### src/rtl/regbank_pkg.sv
// Shared types and constants of the banked control register file.
// Assumes an 8-bit data path and a 5-bit byte offset.
package regbank_pkg;
    localparam int DW = 8;
    localparam int AW = 5;

    localparam logic [DW-1:0] VERSION_BYTE = 8'h81;
    localparam logic [DW-1:0] RST_CSTAT    = 8'h10;
    localparam logic [DW-1:0] RST_CTL3     = 8'hC0;
    localparam logic [DW-1:0] RST_CTL4     = 8'h07;
    localparam logic [DW-1:0] RST_TMO      = 8'h3F;
    localparam logic [DW-1:0] RST_RXCTL    = 8'h01;

    localparam logic [DW-1:0] STAT_W1C_MASK  = 8'hAC;
    localparam logic [DW-1:0] CSTAT_W1C_MASK = 8'h02;
    localparam logic [DW-1:0] CTL1_KEEP_MASK = 8'h13;
    localparam logic [DW-1:0] CTL3_KEEP_MASK = 8'hC0;
    localparam int            BANK_BIT       = 5;

    typedef enum logic [4:0] {
        RID_NONE, RID_DATA, RID_STAT, RID_CSTAT, RID_CTL1, RID_OWN0,
        RID_CTL2, RID_OWN1, RID_CTL3, RID_CSTAT2, RID_CSTAT3, RID_VER,
        RID_EXT, RID_CTL4, RID_CTL5, RID_SCLLO, RID_FCTL, RID_SCLHI,
        RID_FCS, RID_FAIR, RID_TXCTL, RID_TMO, RID_TXST, RID_RXST, RID_RXCTL
    } rid_e;
endpackage

### src/rtl/regbank_decode.sv
// Offset decoder: maps a byte offset and the bank bit to a register id.
// Assumes NUM_EXT <= 8 extra address registers at bank 0 offsets 0x10 up.
module regbank_decode
    import regbank_pkg::*;
#(
    parameter int NUM_EXT = 8,
    localparam int EXT_W  = 3
) (
    input  logic [AW-1:0]    addr,
    input  logic             bank,
    output rid_e             rid,
    output logic [EXT_W-1:0] ext_idx
);
    // Decode common offsets first, then the banked window.
    always_comb begin
        rid     = RID_NONE;
        ext_idx = addr[EXT_W-1:0];
        case (addr)
            5'h00: rid = RID_DATA;
            5'h02: rid = RID_STAT;
            5'h04: rid = RID_CSTAT;
            5'h06: rid = RID_CTL1;
            5'h08: rid = RID_OWN0;
            5'h0A: rid = RID_CTL2;
            5'h0C: rid = RID_OWN1;
            5'h0E: rid = RID_CTL3;
            5'h18: rid = RID_CSTAT2;
            5'h19: rid = RID_CSTAT3;
            5'h1F: rid = RID_VER;
            default: begin
                if (bank) begin
                    case (addr)
                        5'h10: rid = RID_FCS;
                        5'h11: rid = RID_FAIR;
                        5'h12: rid = RID_TXCTL;
                        5'h14: rid = RID_TMO;
                        5'h1A: rid = RID_TXST;
                        5'h1C: rid = RID_RXST;
                        5'h1E: rid = RID_RXCTL;
                        default: rid = RID_NONE;
                    endcase
                end else begin
                    case (addr)
                        5'h1A: rid = RID_CTL4;
                        5'h1B: rid = RID_CTL5;
                        5'h1C: rid = RID_SCLLO;
                        5'h1D: rid = RID_FCTL;
                        5'h1E: rid = RID_SCLHI;
                        default: begin
                            if (addr[4:3] == 2'b10 && int'(addr[EXT_W-1:0]) < NUM_EXT)
                                rid = RID_EXT;
                        end
                    endcase
                end
            end
        endcase
    end
endmodule

### src/rtl/regbank_core.sv
// Register storage with per-bit write rules, hardware set inputs,
// disable and flush side effects, command strobes and the read mux.
// Assumes one byte access per cycle, selected by a decoded register id.
module regbank_core
    import regbank_pkg::*;
#(
    parameter int NUM_EXT = 8,
    localparam int EXT_W  = 3
) (
    input  logic             clk,
    input  logic             rst_n,
    input  logic             wr_en,
    input  rid_e             rid,
    input  logic [EXT_W-1:0] ext_idx,
    input  logic [DW-1:0]    wdata,
    input  logic [DW-1:0]    st_set,
    input  logic [DW-1:0]    cst_set,
    input  logic             eob_set,
    input  logic             fifo_rdy_set,
    input  logic             tmo_set,
    input  logic [DW-1:0]    tx_level,
    input  logic [DW-1:0]    rx_level,
    output logic [DW-1:0]    rdata,
    output logic [DW-1:0]    data_q,
    output logic [DW-1:0]    ctl1_q,
    output logic [DW-1:0]    ctl2_q,
    output logic [DW-1:0]    ctl3_q,
    output logic [DW-1:0]    ctl4_q,
    output logic [DW-1:0]    ctl5_q,
    output logic [DW-1:0]    scllo_q,
    output logic [DW-1:0]    sclhi_q,
    output logic [DW-1:0]    fctl_q,
    output logic [DW-1:0]    fair_q,
    output logic [DW-1:0]    txctl_q,
    output logic [DW-1:0]    rxctl_q,
    output logic [DW-1:0]    tmo_q,
    output logic [DW-1:0]    own0_q,
    output logic [DW-1:0]    own1_q,
    output logic [DW-1:0]    ext_q [NUM_EXT],
    output logic             start_q,
    output logic             stop_q,
    output logic             flush_q
);
    logic [DW-1:0] st_q, cst_q;
    logic          eob_q, frdy_q, fien_q;
    logic          wr_disable, wr_flush;
    logic [DW-1:0] st_nxt, cst_nxt;
    logic          eob_nxt, frdy_nxt;

    function automatic logic hit(input logic we, input rid_e r, input rid_e want);
        return we && (r == want);
    endfunction

    // Side-effect conditions of the current write.
    assign wr_disable = hit(wr_en, rid, RID_CTL2) && !wdata[0];
    assign wr_flush   = wr_disable || (hit(wr_en, rid, RID_FCS) && wdata[6]);

    // Next value of event flags: clear by written ones, then set, then disable.
    always_comb begin
        st_nxt   = (st_q & ~(hit(wr_en, rid, RID_STAT) ? (wdata & STAT_W1C_MASK) : '0)) | st_set;
        cst_nxt  = (cst_q & ~(hit(wr_en, rid, RID_CSTAT) ? (wdata & CSTAT_W1C_MASK) : '0)) | cst_set;
        eob_nxt  = (eob_q & !(hit(wr_en, rid, RID_CSTAT3) && wdata[7])) | eob_set;
        frdy_nxt = (frdy_q & !(hit(wr_en, rid, RID_FCS) && wdata[1])) | fifo_rdy_set;
        if (wr_flush)   frdy_nxt = 1'b0;
        if (wr_disable) begin
            st_nxt  = '0;
            cst_nxt = '0;
            eob_nxt = 1'b0;
        end
    end

    // Event flags and one-cycle command strobes.
    always_ff @(posedge clk) begin
        if (!rst_n) begin
            st_q    <= '0;
            cst_q   <= RST_CSTAT;
            eob_q   <= 1'b0;
            frdy_q  <= 1'b0;
            start_q <= 1'b0;
            stop_q  <= 1'b0;
            flush_q <= 1'b0;
        end else begin
            st_q    <= st_nxt;
            cst_q   <= cst_nxt;
            eob_q   <= eob_nxt;
            frdy_q  <= frdy_nxt;
            start_q <= hit(wr_en, rid, RID_CTL1) && wdata[0];
            stop_q  <= hit(wr_en, rid, RID_CTL1) && wdata[1];
            flush_q <= wr_flush;
        end
    end

    // Control registers with keep-old, sticky and plain write rules.
    always_ff @(posedge clk) begin
        if (!rst_n) begin
            data_q  <= '0;  ctl1_q  <= '0;  ctl2_q <= '0;  ctl3_q <= RST_CTL3;
            ctl4_q  <= RST_CTL4; ctl5_q <= '0; scllo_q <= '0; sclhi_q <= '0;
            fctl_q  <= '0;  fair_q  <= '0;  txctl_q <= '0; rxctl_q <= RST_RXCTL;
            tmo_q   <= RST_TMO; own0_q <= '0; own1_q <= '0; fien_q <= 1'b0;
        end else begin
            if (wr_en) begin
                case (rid)
                    RID_DATA:  data_q  <= wdata;
                    RID_CTL1:  ctl1_q  <= (ctl1_q & CTL1_KEEP_MASK) | (wdata & ~CTL1_KEEP_MASK);
                    RID_CTL2:  ctl2_q  <= wdata;
                    RID_CTL3:  ctl3_q  <= (ctl3_q & CTL3_KEEP_MASK) | (wdata & ~CTL3_KEEP_MASK);
                    RID_OWN0:  own0_q  <= wdata;
                    RID_OWN1:  own1_q  <= wdata;
                    RID_CTL4:  ctl4_q  <= wdata;
                    RID_CTL5:  ctl5_q  <= wdata;
                    RID_SCLLO: scllo_q <= wdata;
                    RID_SCLHI: sclhi_q <= wdata;
                    RID_FCTL:  fctl_q  <= wdata;
                    RID_FAIR:  fair_q  <= wdata;
                    RID_TXCTL: txctl_q <= wdata;
                    RID_FCS:   fien_q  <= wdata[3];
                    RID_RXCTL: rxctl_q <= {wdata[7:6], wdata[5] | rxctl_q[5], wdata[4:0]};
                    RID_TMO:   tmo_q   <= {!wdata[7] && tmo_q[7], wdata[6:0]};
                    default: ;
                endcase
            end
            if (wr_disable) ctl1_q <= '0;
            if (tmo_set)    tmo_q[7] <= 1'b1;
        end
    end

    // Extra own-address registers, one per bank 0 slot.
    for (genvar g = 0; g < NUM_EXT; g++) begin : g_ext
        always_ff @(posedge clk) begin
            if (!rst_n)
                ext_q[g] <= '0;
            else if (hit(wr_en, rid, RID_EXT) && ext_idx == EXT_W'(g))
                ext_q[g] <= wdata;
        end
    end

    // Combinational read mux; undefined offsets read zero.
    always_comb begin
        case (rid)
            RID_DATA:   rdata = data_q;
            RID_STAT:   rdata = st_q;
            RID_CSTAT:  rdata = cst_q;
            RID_CTL1:   rdata = ctl1_q;
            RID_OWN0:   rdata = own0_q;
            RID_CTL2:   rdata = ctl2_q;
            RID_OWN1:   rdata = own1_q;
            RID_CTL3:   rdata = ctl3_q;
            RID_CSTAT2: rdata = '0;
            RID_CSTAT3: rdata = {eob_q, 7'b0};
            RID_VER:    rdata = VERSION_BYTE;
            RID_EXT:    rdata = ext_q[ext_idx];
            RID_CTL4:   rdata = ctl4_q;
            RID_CTL5:   rdata = ctl5_q;
            RID_SCLLO:  rdata = scllo_q;
            RID_SCLHI:  rdata = sclhi_q;
            RID_FCTL:   rdata = fctl_q;
            RID_FCS:    rdata = {4'b0, fien_q, 1'b0, frdy_q, 1'b0};
            RID_FAIR:   rdata = fair_q;
            RID_TXCTL:  rdata = txctl_q;
            RID_TMO:    rdata = tmo_q;
            RID_TXST:   rdata = tx_level;
            RID_RXST:   rdata = rx_level;
            RID_RXCTL:  rdata = rxctl_q;
            default:    rdata = '0;
        endcase
    end

    AST_STAT_W1C: assert property (@(posedge clk) disable iff (!rst_n)
        hit(wr_en, rid, RID_STAT) && wdata[7] && !st_set[7] |=> !st_q[7]);
    AST_CMD_KEEP: assert property (@(posedge clk) disable iff (!rst_n)
        hit(wr_en, rid, RID_CTL1) |=> $stable(ctl1_q[1:0]) && $stable(ctl1_q[4]));
    AST_LVL_KEEP: assert property (@(posedge clk) disable iff (!rst_n)
        hit(wr_en, rid, RID_CTL3) |=> $stable(ctl3_q[7:6]));
    AST_DISABLE_CLR: assert property (@(posedge clk) disable iff (!rst_n)
        wr_disable |=> ctl1_q == '0 && st_q == '0 && cst_q == '0 && !eob_q && flush_q);
    AST_TMO_CLR: assert property (@(posedge clk) disable iff (!rst_n)
        hit(wr_en, rid, RID_TMO) && wdata[7] && !tmo_set |=> !tmo_q[7]);
endmodule

### src/rtl/ctrl_regbank.sv
// Top of the banked control register file: decodes the offset with the
// bank bit of control-3 and exposes register values and command strobes.
// Assumes single-byte accesses and a synchronous active-low reset.
module ctrl_regbank
    import regbank_pkg::*;
#(
    parameter int NUM_EXT = 8,
    localparam int NUM_OWN = NUM_EXT + 2,
    localparam int EXT_W   = 3
) (
    input  logic                 clk,
    input  logic                 rst_n,
    input  logic                 wr_en,
    input  logic [AW-1:0]        addr,
    input  logic [DW-1:0]        wdata,
    output logic [DW-1:0]        rdata,
    input  logic [DW-1:0]        st_set,
    input  logic [DW-1:0]        cst_set,
    input  logic                 eob_set,
    input  logic                 fifo_rdy_set,
    input  logic                 tmo_set,
    input  logic [DW-1:0]        tx_level,
    input  logic [DW-1:0]        rx_level,
    output logic [DW-1:0]        data_o,
    output logic [DW-1:0]        ctl1_o,
    output logic [DW-1:0]        ctl2_o,
    output logic [DW-1:0]        ctl3_o,
    output logic [DW-1:0]        ctl4_o,
    output logic [DW-1:0]        ctl5_o,
    output logic [DW-1:0]        scl_lo_o,
    output logic [DW-1:0]        scl_hi_o,
    output logic [DW-1:0]        fifo_ctl_o,
    output logic [DW-1:0]        fair_o,
    output logic [DW-1:0]        txctl_o,
    output logic [DW-1:0]        rxctl_o,
    output logic [DW-1:0]        tmo_o,
    output logic [NUM_OWN*DW-1:0] own_addr_o,
    output logic                 start_o,
    output logic                 stop_o,
    output logic                 fifo_flush_o
);
    rid_e             rid;
    logic [EXT_W-1:0] ext_idx;
    logic [DW-1:0]    own0, own1;
    logic [DW-1:0]    ext [NUM_EXT];

    regbank_decode #(.NUM_EXT(NUM_EXT)) u_dec (
        .addr(addr), .bank(ctl3_o[BANK_BIT]), .rid(rid), .ext_idx(ext_idx)
    );

    regbank_core #(.NUM_EXT(NUM_EXT)) u_core (
        .clk(clk), .rst_n(rst_n), .wr_en(wr_en), .rid(rid), .ext_idx(ext_idx),
        .wdata(wdata), .st_set(st_set), .cst_set(cst_set), .eob_set(eob_set),
        .fifo_rdy_set(fifo_rdy_set), .tmo_set(tmo_set),
        .tx_level(tx_level), .rx_level(rx_level), .rdata(rdata),
        .data_q(data_o), .ctl1_q(ctl1_o), .ctl2_q(ctl2_o), .ctl3_q(ctl3_o),
        .ctl4_q(ctl4_o), .ctl5_q(ctl5_o), .scllo_q(scl_lo_o), .sclhi_q(scl_hi_o),
        .fctl_q(fifo_ctl_o), .fair_q(fair_o), .txctl_q(txctl_o), .rxctl_q(rxctl_o),
        .tmo_q(tmo_o), .own0_q(own0), .own1_q(own1), .ext_q(ext),
        .start_q(start_o), .stop_q(stop_o), .flush_q(fifo_flush_o)
    );

    // Pack the own-address bytes: two common slots, then the bank 0 slots.
    assign own_addr_o[0 +: DW]  = own0;
    assign own_addr_o[DW +: DW] = own1;
    for (genvar g = 0; g < NUM_EXT; g++) begin : g_own
        assign own_addr_o[(g+2)*DW +: DW] = ext[g];
    end

    AST_STROBE_FROM_WRITE: assert property (@(posedge clk) disable iff (!rst_n)
        (start_o || stop_o) |-> $past(wr_en) && $past(addr) == 5'h06);
    AST_VERSION_READ: assert property (@(posedge clk) disable iff (!rst_n)
        addr == 5'h1F |-> rdata == VERSION_BYTE);
endmodule

### config.mk
export PLATFORM = sky130hd
export DESIGN_NAME = ctrl_regbank
export DESIGN_NICKNAME = d
export VERILOG_FILES = /design/src/rtl/regbank_pkg.sv /design/src/rtl/regbank_decode.sv /design/src/rtl/regbank_core.sv /design/src/rtl/ctrl_regbank.sv
export SDC_FILE = /design/constraint.sdc
export NUM_CORES = 1
export LEC_CHECK = 0
export BUFFER_PORTS_ARGS = -buffer_cell sky130_fd_sc_hd__clkbuf_2
export CAP_MARGIN = 20
export CORE_ASPECT_RATIO = 1.2
export CORE_MARGIN = 2
export CORE_UTILIZATION = 26
export CTS_BUF_LIST = sky130_fd_sc_hd__clkbuf_8
export DETAILED_ROUTE_END_ITERATION = 8
export REMOVE_ABC_BUFFERS = 1
export SYNTH_ARGS = -nofsm -noshare
export SYNTH_HDL_FRONTEND = slang
export SYNTH_SLANG_ARGS = --single-unit
### constraint.sdc
create_clock -name clk -period 2.8 [get_ports clk]
set_input_delay 0.42 -clock clk [delete_from_list [all_inputs] [get_ports clk]]
set_output_delay 0.42 -clock clk [all_outputs]
set_load 0.02 [all_outputs]
After elaboration in Yosys (flattened, before gate mapping)
Cells that the tools add are included.
{ "op_classes": {"reduce_logical": 50, "order_cmp": 1, "n_mux": 15, "eq_ne": 50, "bitwise": 15} }
{ "ops": {"columns": ["operator", "count"], "rows": [
  ["case mux 8 bit (23 select lines)", 1],
  ["equality test 5 bit (second input constant)", 21],
  ["equality test 5 x 4 -> 1 bit (second input constant)", 11],
  ["case mux 5 bit (11 select lines)", 1],
  ["2-to-1 mux 8 bit", 5],
  ["case mux 5 bit (7 select lines)", 1],
  ["AND reduction 2 bit", 17],
  ["equality test 5 x 3 -> 1 bit (second input constant)", 6],
  ["case mux 5 bit (5 select lines)", 1],
  ["binary-select mux 8 bit (select 3 bit)", 1],
  ["logical AND 1 bit", 22],
  ["bitwise AND 8 bit", 2],
  ["NOT 8 bit", 2],
  ["bitwise OR 8 bit", 2],
  ["equality test 5 x 2 -> 1 bit (second input constant)", 3],
  ["equality test 3 bit (second input constant)", 4],
  ["2-to-1 mux 5 bit", 2],
  ["bitwise OR 5 x 8 -> 8 bit", 1],
  ["bitwise OR 8 x 6 -> 8 bit", 1],
  ["equality test 3 x 2 -> 1 bit (second input constant)", 2],
  ["equality test 5 x 1 -> 1 bit (second input constant)", 1],
  ["zero test 5 bit", 1],
  ["greater-or-equal comparator 4 bit (second input constant)", 1],
  ["zero test 1 bit", 4],
  ["13 further kinds", 18]
]} }
{ "word_totals": {"inputBits": 51, "regBits": 206, "elab_cells": 164, "out_inout_bits": 195} }

Depth between registers and ports, before layout
Gate-level depths: netlist (run 1).
{ "depth": {"word_depth": 12, "depth_mapped": 8, "mapped_depth_nobuf": 5} }

Hierarchy
A second synthesis (run 1) with hierarchy kept.
{ "unflattened": {"hier_cells": 1135, "area_unflattened_um2": 10202.3} }
{ "by_module_without_submodules": {"columns": ["module", "cells_each", "area_each_um2", "seq_area_each_um2", "instances"], "rows": [
  ["regbank_core", 1082, 9879.5, 4023.9, 1],
  ["regbank_decode", 53, 322.8, 0.0, 1]
]} }

Least setup slack after synthesis (run 1)
Ideal clock, no wire load.
{ "synth_path": {"path_kind": "input to output", "start": "input addr[0]", "end": "output rdata[3]", "path_buffers": 2, "stages": 6, "required_time_ns": 2.380, "setup_slack_ns": 0.379, "arrival_ns": 2.001, "cell_sequence": "buf_2 -> buf_2 -> mux4_2 -> a22oi_1 -> nand4_1 -> or3_1"} }
{ "synth_between": {"elab_chain_len": 6, "word_cells_on_any_way": 52, "classes_between": "eq/ne: 42; mux: 8; bitwise: 1; reduce/logical: 1"} }
{ "synth_lines": {"columns": ["item", "line_no", "rtl"], "rows": [
  ["from (decl)", "ctrl_regbank.sv:14", "input logic [AW-1:0] addr,"],
  ["equality test 5 bit, on equally long branches", "regbank_decode.sv:32, regbank_decode.sv:43", null],
  ["case mux 5 bit (7 select lines) / case mux 5 bit (5 select lines) (equally long branches)", "regbank_decode.sv:32, regbank_decode.sv:43", null],
  ["2-to-1 mux 5 bit", "regbank_decode.sv:31", "if (bank) begin"],
  ["case mux 5 bit (11 select lines)", "regbank_decode.sv:18", "case (addr)"],
  ["equality test 5 bit, or another cell as far along", "regbank_core.sv:139", "case (rid)"],
  ["case mux 8 bit (23 select lines) *", "regbank_core.sv:139", null],
  ["to (decl)", "ctrl_regbank.sv:16", "output logic [DW-1:0] rdata,"]
]} }
Every way passes the cells marked *; elsewhere a longest branch is shown, timed or not. The select of a mux whose other input is x is not followed.

Worst setup path after layout (run 1)
{ "layout_path": {"start": "register u_core.ctl3_q[5]", "end": "output rdata[7]"} }
{ "layout_between": {"elab_chain_len": 4, "word_cells_on_any_way": 26, "classes_between": "eq/ne: 23; mux: 3"} }
{ "layout_lines": {"columns": ["item", "line_no", "rtl"], "rows": [
  ["from (decl)", "regbank_core.sv:27", "output logic [DW-1:0] ctl3_q,"],
  ["from (signal assigned)", "regbank_core.sv:106", "RID_CTL3: ctl3_q <= (ctl3_q & CTL3_KEEP_MASK) | (wdata & ~CTL3_KEEP_MASK);"],
  ["2-to-1 mux 5 bit *", "regbank_decode.sv:31", null],
  ["case mux 5 bit (11 select lines) *", "regbank_decode.sv:18", null],
  ["equality test 5 bit, or another cell as far along", "regbank_core.sv:139", null],
  ["case mux 8 bit (23 select lines) *", "regbank_core.sv:139", null]
]} }
Every way passes the cells marked *; elsewhere a longest branch is shown, timed or not.

==> impl_metrics.py, run 1 <==
metrics = {
    "worst_setup_path": {
        "r2r_start": "u_core.ctl3_q[5]",
        "reg2reg_setup_slack_ps": 980,
        "cp_cell_sequence": "nand4b_1 -> nor3_2 -> buf_4 -> buf_8 -> a22oi_2 -> nand2_1 -> or4_4 -> buf_8",
        "arrival_ps": 2420,
        "reg2reg_depth": 6,
        "r2r-end": "u_core.sclhi_q[1]",
        "cpPeakStageDelay_ps": 570,
        "cp.required_ps": 2380,
        "crit_top_cell": "buf_8",
        "cp-endpoint": "rdata[7]",
        "crit_buf_inv": 3,
        "path_class": "reg -> out",
        "startpoint_type": "register",
        "startpoint": "u_core.ctl3_q[5]",
        "path_max_fanout": 12,
        "crit_path_top_delay_cell": "or4_4",
        "path_depth": 8,
        "worstSetupEndpointType": "primary output",
        "cp_top_family": "simple AND/OR/NAND/NOR gates",
    },
    "floorplan": {
        "die_y_um": 212,
        "rows": 76,
        "die_w_um": 178,
        "die_area_sq_um": 37800,
        "core_sq_um": 35800,
        "pin_count": 246,
        "start_util": 0.263,
    },
    "pwr": {
        "p_comb_frac": 0.092,
        "p_int_mw": 4.70,
        "p_sw_mw": 1.65,
        "power_density_nw_per_um2": 492,
        "finalPower_mw": 6.35,
        "vdd_drop_max_mv": 0.339,
        "swShare": 0.260,
        "p_clk_frac": 0.447,
        "power_leakage_nw": 5.43,
        "sequentialPowerShare": 0.461,
    },
    "finish": {
        "regArea_sq_um": 4040,
        "multi_input_area_sq_um": 5220,
        "fillCellCount": 3704,
        "area_delta_synth_final_pct": 37.0,
        "drive_gt1_frac": 0.364,
        "fin_util": 0.360,
        "final_nets": 1401,
        "finalInstanceArea_sq_um": 12900,
    },
    "sta": {
        "fin_skew_ps": 18.5,
        "setup_ws_ps": -38.4,
        "min_period_over_period": 1.01,
        "fin_crit_ps": 2840,
        "max_clock_freq_ghz": 0.352,
        "setup_viol": 1,
        "grt_setup_unrepaired": "yes",
        "tightest_slew_ps": 892,
        "fin_setup_tns_ps": -38.4,
        "slew_violations": 0,
        "slew_headroom": 0.405,
        "hold_viol": 0,
    },
    "clock_network": {
        "cts.sink_count": 201,
        "htreeDepth": 2,
        "numCtsBuffers": 38,
        "clock_path_buffers": 3,
        "cts_tree": "done",
        "clk_latency_ps": 530,
        "clk_pin_slew_ps": 60,
        "cts-root-buf": "clkbuf_8",
    },
    "placement": {
        "gp_congestion": 0.912,
        "dpl-instance-area_sq_um": 11800,
        "portBuffers": 240,
        "dp_hpwl_um": 31900,
    },
    "run_status": {
        "status": "finished, violations left",
        "violations": "setup timing",
    },
    "yosys": {
        "netlist_instances": 1036,
        "syn_area_sq_um": 9420,
        "synth_common_cells": "201 x dfxtp_1, 127 x nand2_1, 97 x mux2i_1",
        "yosysTopAreaCellShare": 0.427,
        "synth.avg_cell_area_sq_um": 9.09,
        "synth-seq-cells": 201,
        "yosys_warnings": 0,
        "async_flop_share": 0,
        "ys_seq_area_frac": 0.427,
        "synth-edff-count": 0,
        "ys_types": 58,
        "yosys-top-cells-area": "dfxtp_1 43%, mux2i_1 10%, nor2b_1 6.4%",
        "yosysMostFrequentCell": "dfxtp_1",
        "ys.flop_type": "dfxtp_1",
        "yosys.area.top_type": "dfxtp_1",
    },
    "grt": {
        "grt_overflow": 0,
        "grt_pass1_wl_um": 61000,
        "grt_pass1_vias": 9192,
        "grt_max_degree": 92,
        "grt_usage": 0.220,
        "antenna_found_initial": 3,
    },
    "min_path": {
        "hold_path_depth": 3,
        "hold_path_class": "in -> reg",
    },
    "detailed_routing": {
        "drc_errors": 0,
        "vias_per_cell": 5.09,
        "wl_per_cell_um": 23.1,
        "drtIter0Drc": 910,
        "drtAntennaViolNets": 0,
        "wirelength_um": 42600,
        "dr.pass1.iters": 5,
        "vias": 9389,
    },
    "job": {
        "cap_violations": 0,
    },
}
[cell families (layout without fill, tap and decap cells)]
| family | after synthesis | count (layout) | share of synthesized area |
|---|---|---|---|
| AOI/OAI and AO/OA | 192 | 192 | 0.146 |
| other | 2 | 6 | 0.000797 |
| and+or+nand+nor | 427 | 427 | 0.236 |
| buffers and inverters | 98 | 433 | 0.0450 |
| DFF | 201 | 201 | 0.427 |
| muxes | 116 | 116 | 0.145 |
[power groups by stage]
stage / Combinational, mW / Sequential (mW) / Clock (mW)
final: 0.584 / 2.93 / 2.84
after global routing: 0.614 / 2.93 / 3.03
after CTS: 0.570 / 2.92 / 2.89
after detailed placement: 0.554 / 2.99 / 0
after global placement: 0.552 / 2.99 / 0
after floorplan: 0.163 / 3.00 / 0
[cell usage in the layout (no fill, tap or decap), types with 4 or more instances in the layout]
cell type | netlist | layout
inv_1 | 6 | 17
a21oi_1 | 21 | 21
nand4b_1 | 4 | 4
dfxtp_1 | 201 | 195
nand4_1 | 9 | 9
dfxtp_2 | 0 | 4
nand2_1 | 127 | 126
a22oi_1 | 32 | 18
a32o_1 | 4 | 4
and3_1 | 11 | 10
a22oi_2 | 0 | 14
nand3_1 | 90 | 90
a31oi_1 | 6 | 6
mux4_2 | 16 | 16
nor2_2 | 7 | 8
clkbuf_8 | 0 | 52
a21boi_0 | 74 | 74
nor2b_1 | 96 | 95
buf_4 | 7 | 114
a221oi_2 | 0 | 6
mux2i_1 | 97 | 97
conb_1 | 2 | 5
clkbuf_2 | 0 | 229
o21ai_0 | 22 | 21
buf_12 | 0 | 7
nor2_1 | 41 | 40
buf_6 | 1 | 5
[worst min-delay path, cell delays in order]
cell,delay [ps]
clkbuf_2,80
nor2_1,30
nor2_1,60
[metal layers]
metal | track usage | part of all wire
met2 | 0.361 | 0.47
met1 | 0.285 | 0.41
met4 | 0.0763 | 0.030
met5 | 0 | 0.00066
met3 | 0.0467 | 0.082
[cell type report]
cell class	instances	area share
Multi-Input combinational cell	740	0.405
Sequential cell	201	0.313
Timing Repair Buffer	363	0.177
Clock buffer	50	0.0534
Tap cell	468	0.0454
Clock inverter	14	0.00437
Inverter	6	0.00175
Antenna cell	1	0.000194
[metrics by stage]
stage / worst slack [ps] / cells / hold slack (ps)
after global placement: -113 / 1777 / 452
after floorplan: 185 / 947 / 430
after detailed placement: -145 / 1777 / 459
final: -38.4 / 1843 / 98.9
after global routing: -99.4 / 1843 / 99.8
after CTS: -58.2 / 1843 / 86.0
[registers in the layout, indices dropped and copies added (netlist names), 5 cells and up]
name,cells
u_core.cst_q,8
u_core.st_q,8
u_core.ctl1_q,5
u_core.own1_q,8
u_core.tmo_q,8
u_core.ext_q,64
u_core.rxctl_q,8
u_core.ctl5_q,8
u_core.ctl2_q,8
u_core.ctl4_q,8
u_core.own0_q,8
u_core.data_q,8
u_core.scllo_q,8
u_core.sclhi_q,8
u_core.txctl_q,8
u_core.fctl_q,8
u_core.ctl3_q,6
u_core.fair_q,8
[how the worst min path moves through the flow]
stage                            to           start  slack (ps)
floorplan            u_core.st_q[6]  u_core.st_q[6]         430
global route         u_core.st_q[2]       st_set[2]         100
detailed placement   u_core.st_q[4]  u_core.st_q[4]         460
global placement     u_core.st_q[6]  u_core.st_q[6]         450
CTS                 u_core.cst_q[2]      cst_set[2]          90
finish              u_core.cst_q[2]      cst_set[2]         100
[what timing repair did]
action / 4_1_cts / 5_1_grt
buffers inserted: 2 / 0
endpoints found under the setup margin: 8 / 8
pin swaps: 13 / 13
hold buffers: 0 / 0
gates resized for setup: 46 / 37
Note: power is estimated with default switching activity, not from simulation.
==> run 2: changes to the inputs <==
- CORE_UTILIZATION: 26 -> 40
==> impl_metrics.py, run 2 (synthesis gave the netlist of run 1 again) <==
metrics = {
    "grt": {
        "grt_max_degree": 90,
        "grt_usage": 0.297,
        "grt_overflow": 0,
        "grt_pass1_wl_um": 54500,
        "grt_pass1_vias": 8814,
        "antenna_found_initial": 0,
    },
    "worst_setup_path": {
        "startpoint_type": "register",
        "worstSetupEndpointType": "primary output",
        "path_max_fanout": 3,
        "path_class": "reg -> out",
        "arrival_ps": 2360,
        "cp.required_ps": 2380,
    },
    "sta": {
        "fin_skew_ps": 22.3,
        "slew_violations": 0,
        "min_period_over_period": 0.993,
        "tightest_slew_ps": 824,
        "setup_viol": 0,
        "fin_crit_ps": 2780,
        "slew_headroom": 0.450,
        "grt_setup_unrepaired": "yes",
        "hold_viol": 0,
        "max_clock_freq_ghz": 0.360,
    },
    "floorplan": {
        "core_sq_um": 23100,
        "die_area_sq_um": 24800,
        "start_util": 0.407,
        "pin_count": 246,
        "die_y_um": 172,
        "rows": 61,
        "die_w_um": 144,
    },
    "finish": {
        "final_common_cell": "clkbuf_2",
        "layout_common_cells": "232 x clkbuf_2, 197 x dfxtp_1, 126 x nand2_1",
        "final_nets": 1367,
        "area_delta_synth_final_pct": 30.9,
        "finalInstanceArea_sq_um": 12300,
        "top_register": "u_core.ext_q",
        "n_antenna_cell": 0,
        "drive_gt1_frac": 0.336,
        "layout.cells.non_filler": 1658,
        "largest_reg_flops": 64,
    },
    "pwr": {
        "vdd_drop_max_mv": 0.303,
        "power_leakage_nw": 5.23,
        "p_int_mw": 4.63,
        "sequentialPowerShare": 0.465,
        "p_sw_mw": 1.65,
        "swShare": 0.262,
        "power_density_nw_per_um2": 509,
        "p_comb_frac": 0.088,
        "p_clk_frac": 0.447,
    },
    "clock_network": {
        "cts_tree": "done",
        "clk_latency_ps": 540,
        "htreeDepth": 2,
        "clock_path_buffers": 3,
        "cts.sink_count": 201,
        "numCtsBuffers": 36,
        "clk_pin_slew_ps": 60,
        "ctsHoldBuffers": 0,
        "cts-root-buf": "clkbuf_8",
    },
    "detailed_routing": {
        "vias_per_cell": 5.50,
        "vias": 9119,
        "drtAntennaViolNets": 0,
        "wirelength_um": 37400,
        "drtIter0Drc": 546,
        "drc_errors": 0,
        "wl_per_cell_um": 22.6,
        "dr.pass1.iters": 5,
    },
    "placement": {
        "portBuffers": 240,
        "place_inst": 1593,
        "gp_congestion": 0.975,
        "dp_hpwl_um": 27200,
        "dpl-instance-area_sq_um": 11400,
    },
    "job": {
        "cap_violations": 0,
    },
    "run_status": {
        "status": "completed",
    },
    "min_path": {
        "hold_path_class": "in -> reg",
    },
}
run 2: area by class of cell:
class                   instances  area [sq um]
flip-flops and latches        201          4030
multi-input cells             740          5100
fillers                      2196         10800
clock inverters                17          77.6
inverters                       6          22.5
repair buffers                331          2040
clock buffers                  48           661
well taps                     315           394
run 2: power groups by stage:
stage,Combinational [mW],Clock (mW),Sequential (mW)
finish,0.552,2.81,2.92
global route,0.580,2.98,2.92
CTS,0.539,2.84,2.92
detailed placement,0.531,0,2.99
global placement,0.532,0,2.99
floorplan,0.163,0,3.00
run 2: path summary, 6_finish.rpt:
kind	slack [ps]	startpoint	cells after the start	endpoint
worst max-delay path	20	u_core.ext_q[39]	5	rdata[7]
worst min register to register	470	u_core.cst_q[3]	2	u_core.cst_q[3]
worst max register to register	850	u_core.ctl3_q[5]	6	u_core.ext_q[4]
worst min-delay path	90	st_set[1]	3	u_core.st_q[1]
run 2: what timing repair did:
| item | in CTS | in global routing |
|---|---|---|
| buffers inserted | 1 | 0 |
| gates resized for setup | 26 | 22 |
| endpoints found under the setup margin | 8 | 8 |
| pin swaps | 6 | 3 |
run 2: stage by stage:
stage	power, mW	setup slack [ps]	hold WS (ps)	TNS (ps)	utilization
after floorplan	3.16	185	430	0	-
after global placement	3.52	-48.9	452	-85.5	0.495
after detailed placement	3.52	-84.8	457	-114	0.495
after CTS	6.30	1.42	79.3	0	0.530
after global routing	6.48	-43.9	95.8	-69.0	0.533
final	6.28	18.7	91.1	0	0.533
run 2: layer usage:
metal / track usage / wire, um / vias to the layer above / share of wire
li1: - / - / 4247 / -
met1: 0.379 / 15500 / 4382 / 0.41
met3: 0.0681 / 3080 / 79 / 0.082
met5: 0 / 0 / - / 0
met2: 0.486 / 17500 / 411 / 0.47
met4: 0.116 / 1410 / 0 / 0.038
run 2: worst max-delay path: stages (launching register included):
cell       delay (ps)
dfxtp_2           330
mux4_2            500
a22oi_2           210
o2111ai_2         160
or4_4             480
buf_8             150
